File: src/rtl/gpio_bank_pkg.sv
package gpio_bank_pkg;
  localparam int unsigned BANK_W = 32;
  localparam int unsigned REG_AW = 4;

  typedef enum logic [REG_AW-1:0] {
    A_ROLE   = 4'd0,
    A_DIR    = 4'd1,
    A_OUT    = 4'd2,
    A_IN     = 4'd3,
    A_POL    = 4'd4,
    A_EDGE   = 4'd5,
    A_BOTH   = 4'd6,
    A_STAT   = 4'd7,
    A_ACK    = 4'd8,
    A_MASK   = 4'd9,
    A_UNMASK = 4'd10
  } reg_addr_e;

  function automatic int unsigned eff_pins(int unsigned n);
    return (n == 0 || n > BANK_W) ? BANK_W : n;
  endfunction
endpackage

File: src/rtl/gpio_bank_sync.sv
module gpio_bank_sync #(
  parameter int unsigned W = 32
) (
  input  logic         clk_i,
  input  logic         rst_ni,
  input  logic [W-1:0] d_i,
  output logic [W-1:0] q_o
);
  logic [W-1:0] s1_q, s2_q;

  always_ff @(posedge clk_i or negedge rst_ni) begin
    if (!rst_ni) begin
      s1_q <= '0;
      s2_q <= '0;
    end else begin
      s1_q <= d_i;
      s2_q <= s1_q;
    end
  end

  assign q_o = s2_q;
endmodule

File: src/rtl/gpio_bank_regs.sv
module gpio_bank_regs
  import gpio_bank_pkg::*;
#(
  parameter int unsigned NP       = 32,
  parameter bit          HAS_BOTH = 1'b1
) (
  input  logic              clk_i,
  input  logic              rst_ni,
  input  logic              wr_i,
  input  logic [REG_AW-1:0] addr_i,
  input  logic [BANK_W-1:0] wdata_i,
  input  logic [BANK_W-1:0] sync_i,
  input  logic [BANK_W-1:0] stat_i,
  output logic [BANK_W-1:0] rdata_o,
  output logic [BANK_W-1:0] role_o,
  output logic [BANK_W-1:0] dir_o,
  output logic [BANK_W-1:0] out_o,
  output logic [BANK_W-1:0] pol_o,
  output logic [BANK_W-1:0] edge_o,
  output logic [BANK_W-1:0] both_o,
  output logic [BANK_W-1:0] en_o,
  output logic [BANK_W-1:0] ack_o
);
  localparam logic [BANK_W-1:0] PIN_MASK = {BANK_W{1'b1}} >> (BANK_W - NP);

  logic [BANK_W-1:0] role_q, dir_q, out_q, pol_q, edge_q, both_q, en_q;
  logic [BANK_W-1:0] wmask, drive_out;

  assign wmask = wdata_i & PIN_MASK;

  always_ff @(posedge clk_i or negedge rst_ni) begin
    if (!rst_ni) begin
      role_q <= '0;
      dir_q  <= '0;
      out_q  <= '0;
      pol_q  <= '0;
      edge_q <= '0;
      en_q   <= '0;
    end else if (wr_i) begin
      case (addr_i)
        A_ROLE:   role_q <= wmask;
        A_DIR:    dir_q  <= wmask;
        A_OUT:    out_q  <= wmask;
        A_POL:    pol_q  <= wmask;
        A_EDGE:   edge_q <= wmask;
        A_MASK:   en_q   <= en_q & wdata_i;
        A_UNMASK: en_q   <= en_q | wmask;
        default:  ;
      endcase
    end
  end

  generate
    if (HAS_BOTH) begin : g_both
      always_ff @(posedge clk_i or negedge rst_ni) begin
        if (!rst_ni)                        both_q <= '0;
        else if (wr_i && addr_i == A_BOTH)  both_q <= wmask;
      end
    end else begin : g_no_both
      assign both_q = '0;
    end
  endgenerate

  assign drive_out = dir_q & ~role_q;
  assign ack_o     = (wr_i && addr_i == A_ACK) ? wmask : '0;

  always_comb begin
    case (addr_i)
      A_ROLE:  rdata_o = role_q;
      A_DIR:   rdata_o = dir_q;
      A_OUT:   rdata_o = out_q;
      A_IN:    rdata_o = ((drive_out & out_q) | (~drive_out & sync_i)) & PIN_MASK;
      A_POL:   rdata_o = pol_q;
      A_EDGE:  rdata_o = edge_q;
      A_BOTH:  rdata_o = both_q;
      A_STAT:  rdata_o = stat_i;
      A_MASK:  rdata_o = en_q;
      default: rdata_o = '0;
    endcase
  end

  assign role_o = role_q;
  assign dir_o  = dir_q;
  assign out_o  = out_q;
  assign pol_o  = pol_q;
  assign edge_o = edge_q;
  assign both_o = both_q;
  assign en_o   = en_q;


  mask_kept_chk: assert property (@(posedge clk_i) disable iff (!rst_ni)
    !(wr_i && (addr_i == A_MASK || addr_i == A_UNMASK)) |=> en_q == $past(en_q));
endmodule

File: src/rtl/gpio_bank_sense.sv
module gpio_bank_sense
  import gpio_bank_pkg::*;
(
  input  logic              clk_i,
  input  logic              rst_ni,
  input  logic [BANK_W-1:0] sync_i,
  input  logic [BANK_W-1:0] role_i,
  input  logic [BANK_W-1:0] pol_i,
  input  logic [BANK_W-1:0] edge_i,
  input  logic [BANK_W-1:0] both_i,
  input  logic [BANK_W-1:0] ack_i,
  output logic [BANK_W-1:0] stat_o
);
  logic [BANK_W-1:0] prev_q, stat_q, stat_d, evt;

  for (genvar i = 0; i < BANK_W; i++) begin : g_pin
    always_comb begin
      if (both_i[i])     evt[i] = sync_i[i] ^ prev_q[i];
      else if (pol_i[i]) evt[i] = prev_q[i] & ~sync_i[i];
      else               evt[i] = sync_i[i] & ~prev_q[i];

      if (!role_i[i])      stat_d[i] = 1'b0;
      else if (!edge_i[i]) stat_d[i] = sync_i[i] ^ pol_i[i];
      else                 stat_d[i] = (stat_q[i] & ~ack_i[i]) | evt[i];
    end


    gen_mode_quiet_chk: assert property (@(posedge clk_i) disable iff (!rst_ni)
      !role_i[i] |=> !stat_q[i]);


    level_follow_chk: assert property (@(posedge clk_i) disable iff (!rst_ni)
      (role_i[i] && !edge_i[i]) |=> stat_q[i] == $past(sync_i[i] ^ pol_i[i]));


    edge_hold_chk: assert property (@(posedge clk_i) disable iff (!rst_ni)
      (role_i[i] && edge_i[i] && stat_q[i] && !ack_i[i]) |=> stat_q[i]);
  end

  always_ff @(posedge clk_i or negedge rst_ni) begin
    if (!rst_ni) begin
      prev_q <= '0;
      stat_q <= '0;
    end else begin
      prev_q <= sync_i;
      stat_q <= stat_d;
    end
  end

  assign stat_o = stat_q;
endmodule

File: src/rtl/gpio_irq_bank.sv
module gpio_irq_bank
  import gpio_bank_pkg::*;
#(
  parameter int unsigned N_PINS   = 32,
  parameter bit          HAS_BOTH = 1'b1
) (
  input  logic        clk_i,
  input  logic        rst_ni,
  input  logic        reg_wr_i,
  input  logic [3:0]  reg_addr_i,
  input  logic [31:0] reg_wdata_i,
  output logic [31:0] reg_rdata_o,
  input  logic [31:0] pad_i,
  output logic [31:0] pad_o,
  output logic [31:0] pad_oe_o,
  output logic        irq_o
);
  localparam int unsigned NP = eff_pins(N_PINS);

  logic [BANK_W-1:0] sync, stat, role, dir, outl, pol, edg, both, en, ack;

  gpio_bank_sync #(.W(BANK_W)) u_sync (
    .clk_i (clk_i),
    .rst_ni(rst_ni),
    .d_i   (pad_i),
    .q_o   (sync)
  );

  gpio_bank_regs #(.NP(NP), .HAS_BOTH(HAS_BOTH)) u_regs (
    .clk_i  (clk_i),
    .rst_ni (rst_ni),
    .wr_i   (reg_wr_i),
    .addr_i (reg_addr_i),
    .wdata_i(reg_wdata_i),
    .sync_i (sync),
    .stat_i (stat),
    .rdata_o(reg_rdata_o),
    .role_o (role),
    .dir_o  (dir),
    .out_o  (outl),
    .pol_o  (pol),
    .edge_o (edg),
    .both_o (both),
    .en_o   (en),
    .ack_o  (ack)
  );

  gpio_bank_sense u_sense (
    .clk_i (clk_i),
    .rst_ni(rst_ni),
    .sync_i(sync),
    .role_i(role),
    .pol_i (pol),
    .edge_i(edg),
    .both_i(both),
    .ack_i (ack),
    .stat_o(stat)
  );

  assign pad_o    = outl;
  assign pad_oe_o = dir & ~role;
  assign irq_o    = |(stat & en);


  oe_role_chk: assert property (@(posedge clk_i) disable iff (!rst_ni)
    (pad_oe_o & role) == '0);
endmodule

File: config.mk
export PLATFORM = sky130hd
export DESIGN_NAME = gpio_irq_bank
export DESIGN_NICKNAME = d
export VERILOG_FILES = /design/src/rtl/gpio_bank_pkg.sv /design/src/rtl/gpio_bank_sync.sv /design/src/rtl/gpio_bank_regs.sv /design/src/rtl/gpio_bank_sense.sv /design/src/rtl/gpio_irq_bank.sv
export SDC_FILE = /design/constraint.sdc
export NUM_CORES = 1
export LEC_CHECK = 0
export ABC_AREA = 1
export ABC_CLOCK_PERIOD_IN_PS = 1110
export BUFFER_PORTS_ARGS = -buffer_cell sky130_fd_sc_hd__buf_2
export CORE_ASPECT_RATIO = 1.4
export CORE_MARGIN = 3
export CORE_UTILIZATION = 40
export CTS_BUF_LIST = sky130_fd_sc_hd__clkbuf_8
export DETAILED_ROUTE_END_ITERATION = 16
export SYNTH_ARGS = -nofsm -noshare
export SYNTH_HDL_FRONTEND = slang
export SYNTH_HIERARCHICAL = 1
export SYNTH_SLANG_ARGS = --single-unit
File: constraint.sdc
create_clock -name clk_i -period 1.11 [get_ports clk_i]
set_input_delay 0.111 -clock clk_i [delete_from_list [all_inputs] [get_ports clk_i]]
set_output_delay 0.111 -clock clk_i [all_outputs]
set_load 0.01 [all_outputs]
# Word-level counts from Yosys, hierarchy flattened
# Cells that the tools add are included.
# totals
register_bits,352
input_bits,71
out_inout_bits,97
elab_cells,460
# op_classes
eq_ne,10
muxes,131
n_bitwise,297
reduce_logical,11
# ops
operator,n
32-bit one-hot mux with 9 select lines,1
32-bit bitwise AND,5
1-bit two-way mux,128
1-bit bitwise AND,96
1-bit inverter,96
32-bit inverter,2
32-bit bitwise OR,2
32-bit one-hot mux with 2 select lines,1
1-bit XOR,64
32-bit two-way mux,1
1-bit bitwise OR,32
32-bit OR reduction,1
"4-bit by 3-bit == test with 1-bit output, second input constant",4
"4-bit == test, second input constant",3
2-bit AND reduction,6
"4-bit by 2-bit == test with 1-bit output, second input constant",2
"4-bit by 1-bit == test with 1-bit output, second input constant",1
4-bit zero test,1
1-bit logical AND,2
2-bit nonzero test,1

# Logic depth before layout (Yosys ltp)
# Gate-level depths: netlist of run 1.
# depth
depth_word,8
ltp_mapped,10

# Hierarchy
# The synthesis of run 1 kept the hierarchy.
# modules_own_cells
module,n_inst,cells_each,area_each_um2,seq_area_each_um2
gpio_bank_regs,1,1601,11553.6,5605.4
gpio_bank_sense,1,768,4964.8,1601.5
gpio_bank_sync,1,64,1601.5,1601.5
gpio_irq_bank,1,127,476.7,0.0

# Worst setup path before layout of run 1
# Ideal clock, no wire load.
# synth_timing
kind,input to register
from,input port reg_addr_i[1]
to,register u_sense.stat_q[14] (netlist: u_sense/stat_o[14])
setup_ns,0.115
arrival_time_ns,1.243
required_ns,0.995
setup_slack_ns,-0.248
stages,10
path_buffers,2
path_cell_list,nor2_1 -> buf_2 -> nand3_1 -> clkbuf_1 -> nor2_1 -> inv_1 -> nand2_1 -> nand3_1 -> nor2_1 -> nor2_1
# synth_via
elab_chain_cells,8
# synth_rtl
element,line_no,text
start: declaration,gpio_irq_bank.sv:10,"input logic [3:0] reg_addr_i,"
4-bit == test,gpio_bank_regs.sv:65,assign ack_o = (wr_i && addr_i == A_ACK) ? wmask : '0;
1-bit logical AND,gpio_bank_regs.sv:65,
32-bit two-way mux,gpio_bank_regs.sv:65,
named net ack[14],gpio_irq_bank.sv:20,"logic [BANK_W-1:0] sync, stat, role, dir, outl, pol, edg, both, en, ack;"
1-bit inverter,gpio_bank_sense.sv:24,else stat_d[i] = (stat_q[i] & ~ack_i[i]) | evt[i];
1-bit bitwise AND,gpio_bank_sense.sv:24,
1-bit bitwise OR,gpio_bank_sense.sv:24,
1-bit two-way mux,gpio_bank_sense.sv:23,else if (!edge_i[i]) stat_d[i] = sync_i[i] ^ pol_i[i];
1-bit two-way mux,gpio_bank_sense.sv:22,if (!role_i[i]) stat_d[i] = 1'b0;
named net u_sense.stat_d[14],gpio_bank_sense.sv:14,"logic [BANK_W-1:0] prev_q, stat_q, stat_d, evt;"
end signal: assignment,gpio_bank_sense.sv:46,stat_q <= stat_d;
end: declaration,gpio_bank_sense.sv:14,
# The timed path passes the listed nets, and every way through them passes these cells.
# A chain may end at the register's enable or synchronous reset.

# Final worst setup path of run 1
# layout_timing
from,register u_regs.en_q[19] (netlist: u_regs/en_o[19])
to,output port irq_o
# layout_via
elab_chain_cells,2
# layout_rtl
element,line_no,text
start: declaration,gpio_bank_regs.sv:26,"logic [BANK_W-1:0] role_q, dir_q, out_q, pol_q, edge_q, both_q, en_q;"
start signal: assignment,gpio_bank_regs.sv:46,A_MASK: en_q <= en_q & wdata_i;
start signal: assignment,gpio_bank_regs.sv:47,A_UNMASK: en_q <= en_q | wmask;
32-bit bitwise AND,gpio_irq_bank.sv:62,assign irq_o = |(stat & en);
32-bit OR reduction,gpio_irq_bank.sv:62,
end: declaration,gpio_irq_bank.sv:16,output logic irq_o
# No other way between the ends.

==> results of run 1 <==
[final cells by class]
class / instances / share of cell area, %
well taps: 611 / 2.83
diodes: 3 / 0.0278
multi-input cells: 1720 / 34.1
flip-flops and latches: 352 / 32.7
inverters: 389 / 5.54
repair buffers: 593 / 20.1
clock buffers: 77 / 3.93
clock inverters: 28 / 0.705
[logic make-up (layout without fill, tap and decap cells)]
logic type               Yosys count  in the layout
buffers and inverters            488           1087
AO/OA/AOI/OAI                    226            226
AND/OR/NAND/NOR                 1430           1430
other                              0              3
flip-flops                       352            352
adder cells (fa/ha/maj)           64             64
[routing by layer]
layer	share of wire, %	wire (um)	vias to the layer above	track usage [%]
met5	0	0	-	0
met4	5.3	3350	0	12.6
met3	5.0	3150	181	3.47
met2	51	32100	609	45.4
met1	39	24900	8940	29.3
li1	-	-	9055	-
[repair_timing]
item / 4_1_cts / 5_1_grt
setup endpoints to repair: 128 / 145
pin swaps: 124 / 171
resized for setup: 211 / 294
endpoints found under the hold margin: 618 / 16
buffers inserted: 42 / 60
[power groups by stage]
stage	clock (uW)	combinational [uW]	sequential (uW)
after detailed placement	0	9140	16900
after global placement	0	8890	16800
after floorplan	0	4460	16800
after global routing	13100	12800	17100
after CTS	12600	10400	16700
final	12200	11500	16800
[layout by cell type (no fill, tap or decap), types with 2 or more instances in the layout]
master	n
nand2_1	750
dfrtp_1	337
inv_1	333
nand3_1	251
buf_4	205
nor2_1	201
o21ai_0	190
buf_6	139
buf_2	134
clkbuf_8	77
dlygate4sd3_1	65
nand2_2	64
inv_2	51
nand3_2	51
buf_12	49
nor2_2	39
nor2_4	35
ha_4	35
o211ai_1	32
nand3b_1	32
ha_1	25
dfrtp_2	15
inv_4	14
clkinv_2	14
nand3_4	6
ha_2	4
diode_2	3
bufinv_16	2
clkinvlp_4	2
o21ai_1	2
[worst max path at each step]
| stage | cells past startpoint | endpoint | start |
|---|---|---|---|
| 2_1_floorplan | 7 | u_regs/edge_o[10]$_DFFE_PN0P_ | reg_addr_i[3] |
| 3_3_place_gp | 8 | reg_rdata_o[21] | reg_addr_i[0] |
| 3_5_place_dp | 8 | reg_rdata_o[21] | reg_addr_i[0] |
| 4_1_cts | 7 | irq_o | u_regs/en_o[17]$_DFFE_PN0P_ |
| 5_1_grt | 7 | irq_o | u_sense/stat_o[6]$_DFF_PN0_ |
| 6_report | 7 | irq_o | u_regs/en_o[19]$_DFFE_PN0P_ |
[flip-flops by register name (all words and copies together), names as in the netlist]
signal          cells
u_regs/out_o       32
u_sync/q_o         32
u_sense/prev_q     32
u_regs/edge_o      32
u_regs/en_o        32
u_regs/both_o      32
u_sense/stat_o     32
u_regs/dir_o       32
u_regs/role_o      32
u_regs/pol_o       32
u_sync/s1_q        32
[stage by stage]
stage / util (%) / instance area, sq um
2_1_floorplan: - / 18700
3_3_place_gp: 49.8 / 22600
3_5_place_dp: 49.8 / 22600
4_1_cts: 56.4 / 25700
5_1_grt: 59.3 / 27000
6_report: 59.3 / 27000
[worst max-delay path, cell delays in order, from the launching register on]
cell     delay (ps)
dfrtp_1         390
nand2_1         150
nand2_1          80
nor2_1          100
nand2_1          60
nor2_2          110
nand2_2          90
buf_6           140
[cell usage after synthesis]
cell	count
clkbuf_1	58
nand3b_1	32
nand3_1	306
inv_1	389
o21ai_1	2
o211ai_1	32
nor2_2	5
dfrtp_1	352
buf_2	32
nand3_2	2
ha_1	64
buf_4	1
o21ai_0	190
a21oi_2	1
nor3_1	1
buf_1	8
nand2_1	814
nor2_1	270
a21oi_1	1
==> flow_summary.json, run 1 <==
{
  "numCtsBuffers": 58,
  "ir_drop_uv": 1050,
  "gp_congestion": 0.848,
  "drtIter0Drc": 1048,
  "cts.path.max_buffers": 3,
  "finalPower_uw": 40600,
  "comb_power_share_pct": 28.5,
  "via_count": 18800,
  "r2r-start": "u_sync/q_o[19]$_DFF_PN0_",
  "stdcell_count": 3773,
  "tritoncts": "yes",
  "area_delta_synth_final_pct": 45.0,
  "power.leakage_uw": 0.0142,
  "multi_input_area_sq_mm": 0.00920,
  "io_pins": 168,
  "power.internal_uw": 27200,
  "rsz0062_at_grt": "yes",
  "die-area_sq_mm": 0.0492,
  "crit_path_end_kind": "primary output",
  "crit-reg2reg-capture": "u_sense/stat_o[19]$_DFF_PN0_",
  "detail_route.first_pass.iterations": 5,
  "synthCells": 2560,
  "worstMarginPinSlew_ps": 369,
  "powerDensity_mw_per_mm2": 1500,
  "synth_top_area_share_pct": 47.4,
  "grt_pass1_vias": 18600,
  "cts-htree-levels": 2,
  "p_seq_share_pct": 41.5,
  "overflow": 0,
  "crit_type": "reg -> out",
  "synth_compound_area_share_pct": 6.53,
  "clk_pin_slew_ps": 60,
  "worstHoldPathType": "in -> async",
  "wl_mm": 63.4,
  "finalWorstSetupSlack_ps": -798,
  "synth.avg_cell_area_sq_um": 7.26,
  "synthTopCellsByArea": "dfrtp_1 (47%), nand2_1 (16%), nand3_1 (8.2%), inv_1 (7.9%), nor2_1 (5.4%)",
  "yosysWarnings": 6,
  "ys_seq_elements": 352,
  "timing.fmax_mhz": 524,
  "start_util_pct": 40.9,
  "placed_cells": 3519,
  "ctsHoldBuffers": 66,
  "drc": 0,
  "die_y_um": 261,
  "grt_pass1_wl_mm": 98.0,
  "clkPwrFrac_pct": 30.0,
  "synth_simple_gate_area_share_pct": 31.7,
  "cp-start-kind": "flop",
  "antenna_left": 0,
  "setup_viol": 127,
  "clock_latency_ps": 680,
  "hold_ws_ps": -109,
  "reg2reg_depth": 8,
  "yosysSeqAreaShare_pct": 47.4,
  "synth.area.mux_share_pct": 0,
  "worst_clock_skew_ps": 31.8,
  "drv_cap": 0,
  "synthAdderAreaFrac_pct": 4.31,
  "post-dp-hpwl_mm": 42.2,
  "synth.distinct_cells": 19,
  "tns_ps": -44470,
  "crit_fanout": 2,
  "register_area_sq_mm": 0.00883,
  "die_width_um": 188,
  "worstPathRequired_ps": 1000,
  "synth.largest_area_cell": "dfrtp_1",
  "rrSetupSlack_ps": -130,
  "grt_usage_pct": 25.2,
  "core_region_area_sq_mm": 0.0455,
  "arrival_ps": 1800,
  "period_share_pct": 172,
  "grt_max_degree": 60,
  "clockRootBuffer": "clkbuf_8",
  "place_ws_ps": -427,
  "relSlewSlack_pct": 75.4,
  "failed_checks": "hold timing, setup timing",
  "hold_viol": 16,
  "port_buffers": 167,
  "antenna_found_initial": 3,
  "nets": 3249,
  "cts_sinks": 352,
  "power_switching_share_pct": 32.9,
  "outcome": "finished with violations",
  "drive_above_1_share_pct": 29.8,
  "synth_nets": 2695,
  "p_sw_uw": 13300,
  "synth_top_family_by_area": "simple AND/OR/NAND/NOR gates",
  "fillCellCount": 4069,
  "synth_area_sq_mm": 0.0186,
  "drv_slew": 0,
  "vias_per_cell": 4.98,
  "avgRoutedWirePerCell_um": 16.8,
  "fin_crit_ps": 1910,
  "num_rows": 92,
  "synth_xor_area_share_pct": 0
}
Note: power is estimated with default switching activity, not from simulation.
==> run 2, diff against run 1 <==
Settings changed: CORE_UTILIZATION 40 to 44.
==> flow_summary.json, run 2 (synthesized netlist as in run 1, its figures left out) <==
{
  "outcome": "finished with violations",
  "failed_checks": "hold timing, setup timing",
  "rrSetupSlack_ps": -200,
  "overflow": 0,
  "port_buffers": 167,
  "power.leakage_uw": 0.0141,
  "rsz0062_at_grt": "yes",
  "dpl_cell_area_sq_mm": 0.0224,
  "p_seq_share_pct": 42.5,
  "power.internal_uw": 26700,
  "clkPwrFrac_pct": 29.0,
  "die_width_um": 180,
  "setup_viol": 123,
  "worstPathRequired_ps": 1000,
  "worst_clock_skew_ps": 12.4,
  "final_cell_mix": "nand2_1 (740), inv_1 (346), dfrtp_1 (339), nand3_1 (252), nor2_1 (206)",
  "cp-start-kind": "flop",
  "crit_type": "reg -> out",
  "p_sw_uw": 13000,
  "area_delta_synth_final_pct": 43.0,
  "numCtsBuffers": 59,
  "ir_drop_uv": 1170,
  "gp_congestion": 0.863,
  "powerDensity_mw_per_mm2": 1490,
  "fin_crit_ps": 1870,
  "crit_fanout": 2,
  "vias_per_cell": 5.06,
  "reg2reg_depth": 7,
  "crit-reg2reg-capture": "u_sense/stat_o[16]$_DFF_PN0_",
  "ctsHoldBuffers": 65,
  "timing.fmax_mhz": 535,
  "grt_usage_pct": 26.8,
  "crit_path_end_kind": "primary output",
  "drtIter0Drc": 1401,
  "antenna_left": 0,
  "cts_sinks": 352,
  "drc": 0,
  "num_rows": 88,
  "start_util_pct": 44.8,
  "hold_ws_ps": -51.4,
  "power_switching_share_pct": 32.9,
  "drive_above_1_share_pct": 28.8,
  "final_common_cell": "nand2_1",
  "arrival_ps": 1760,
  "period_share_pct": 168,
  "comb_power_share_pct": 28.5,
  "clockRootBuffer": "clkbuf_8",
  "antenna_found_initial": 4,
  "die-area_sq_mm": 0.0448,
  "grt_pass1_wl_mm": 97.1,
  "cts-htree-levels": 2,
  "drv_cap": 0,
  "hold_viol": 20,
  "drv_slew": 0,
  "r2r-start": "u_sync/q_o[16]$_DFF_PN0_",
  "detail_route.first_pass.iterations": 6,
  "avgRoutedWirePerCell_um": 17.0,
  "via_count": 18700,
  "finalWorstSetupSlack_ps": -760,
  "nets": 3236,
  "clk_pin_slew_ps": 60,
  "clock_latency_ps": 620,
  "io_pins": 168,
  "relSlewSlack_pct": 76.2,
  "post-dp-hpwl_mm": 40.8,
  "die_y_um": 249,
  "core_region_area_sq_mm": 0.0415,
  "worstMarginPinSlew_ps": 356,
  "crit_start": "u_sense/stat_o[19]$_DFF_PN0_",
  "tritoncts": "yes",
  "wl_mm": 62.6,
  "grt_max_degree": 65,
  "cts.path.max_buffers": 3,
  "fin_area_sq_mm": 0.0266,
  "worstHoldPathType": "in -> async",
  "grt_pass1_vias": 18500
}
## run 2: cell types whose count changed in the layout (fill, tap and decap cells not counted), sizes merged
| cell | before | now |
|---|---|---|
| diode | 3 | 4 |
| buf | 528 | 514 |
| clkinvlp | 2 | 1 |
| bufinv | 2 | 1 |
| inv | 399 | 408 |
| clkinv | 14 | 5 |
| clkbuf | 77 | 75 |
## run 2: power groups by stage
stage | registers, uW | logic (uW) | clock network [uW]
4_1_cts | 16800 | 10000 | 11800
5_1_grt | 17100 | 12500 | 12400
6_report | 16900 | 11300 | 11500
3_3_place_gp | 16800 | 8670 | 0
3_5_place_dp | 16900 | 8900 | 0
2_1_floorplan | 16800 | 4460 | 0
## run 2: layout make-up
type	count	area, sq um
well taps	540	676
repair buffers	579	5240
flip-flops and latches	352	8820
diodes	4	10.0
clock buffers	75	1030
fillers	3556	14900
inverters	389	1490
multi-input cells	1720	9180
clock inverters	26	139
## run 2: worst max-delay path, stage by stage, from the launching register on
cell and delay [ps]:
dfrtp_1 390, nand2_2 130, nand2_1 60, nor2_1 80
nand2_1 70, nor2_2 140, nand2_2 110, buf_6 130
## run 2: what timing repair did
action	4_1_cts	5_1_grt
setup buffers	40	61
hold endpoints to repair	612	20
pin swaps	107	178
resized for setup	205	296
setup endpoints to repair	119	129
gates cloned	0	0
## run 2: stage by stage
step           setup TNS [ps]  setup WS [ps]  instances  total power, uW  utilization (%)
3_5_place_dp           -78340           -380       3433            25800             53.8
2_1_floorplan           -58.6          -2.93       2560            21200                -
3_3_place_gp           -77440           -393       3433            25500             53.8
6_report               -41150           -760       3685            39700             64.1
4_1_cts                -43930           -802       3635            38600             60.8
5_1_grt                -50080           -886       3685            42100             64.1
## run 2: worst max path at each step
| stage | end | depth (start not counted) |
|---|---|---|
| floorplan | u_regs/edge_o[10]$_DFFE_PN0P_ | 7 |
| global placement | u_sense/stat_o[2]$_DFF_PN0_ | 11 |
| detailed placement | reg_rdata_o[28] | 10 |
| CTS | irq_o | 7 |
| global route | irq_o | 7 |
| finish | irq_o | 7 |
## run 2: layer usage
layer / vias to the layer above / GRT usage (%) / part of all wire [%]
met5: - / 0 / 0
met1: 8896 / 33.0 / 40
li1: 9019 / - / -
met2: 598 / 47.0 / 51
met4: 0 / 10.9 / 3.6
met3: 144 / 3.96 / 5.4
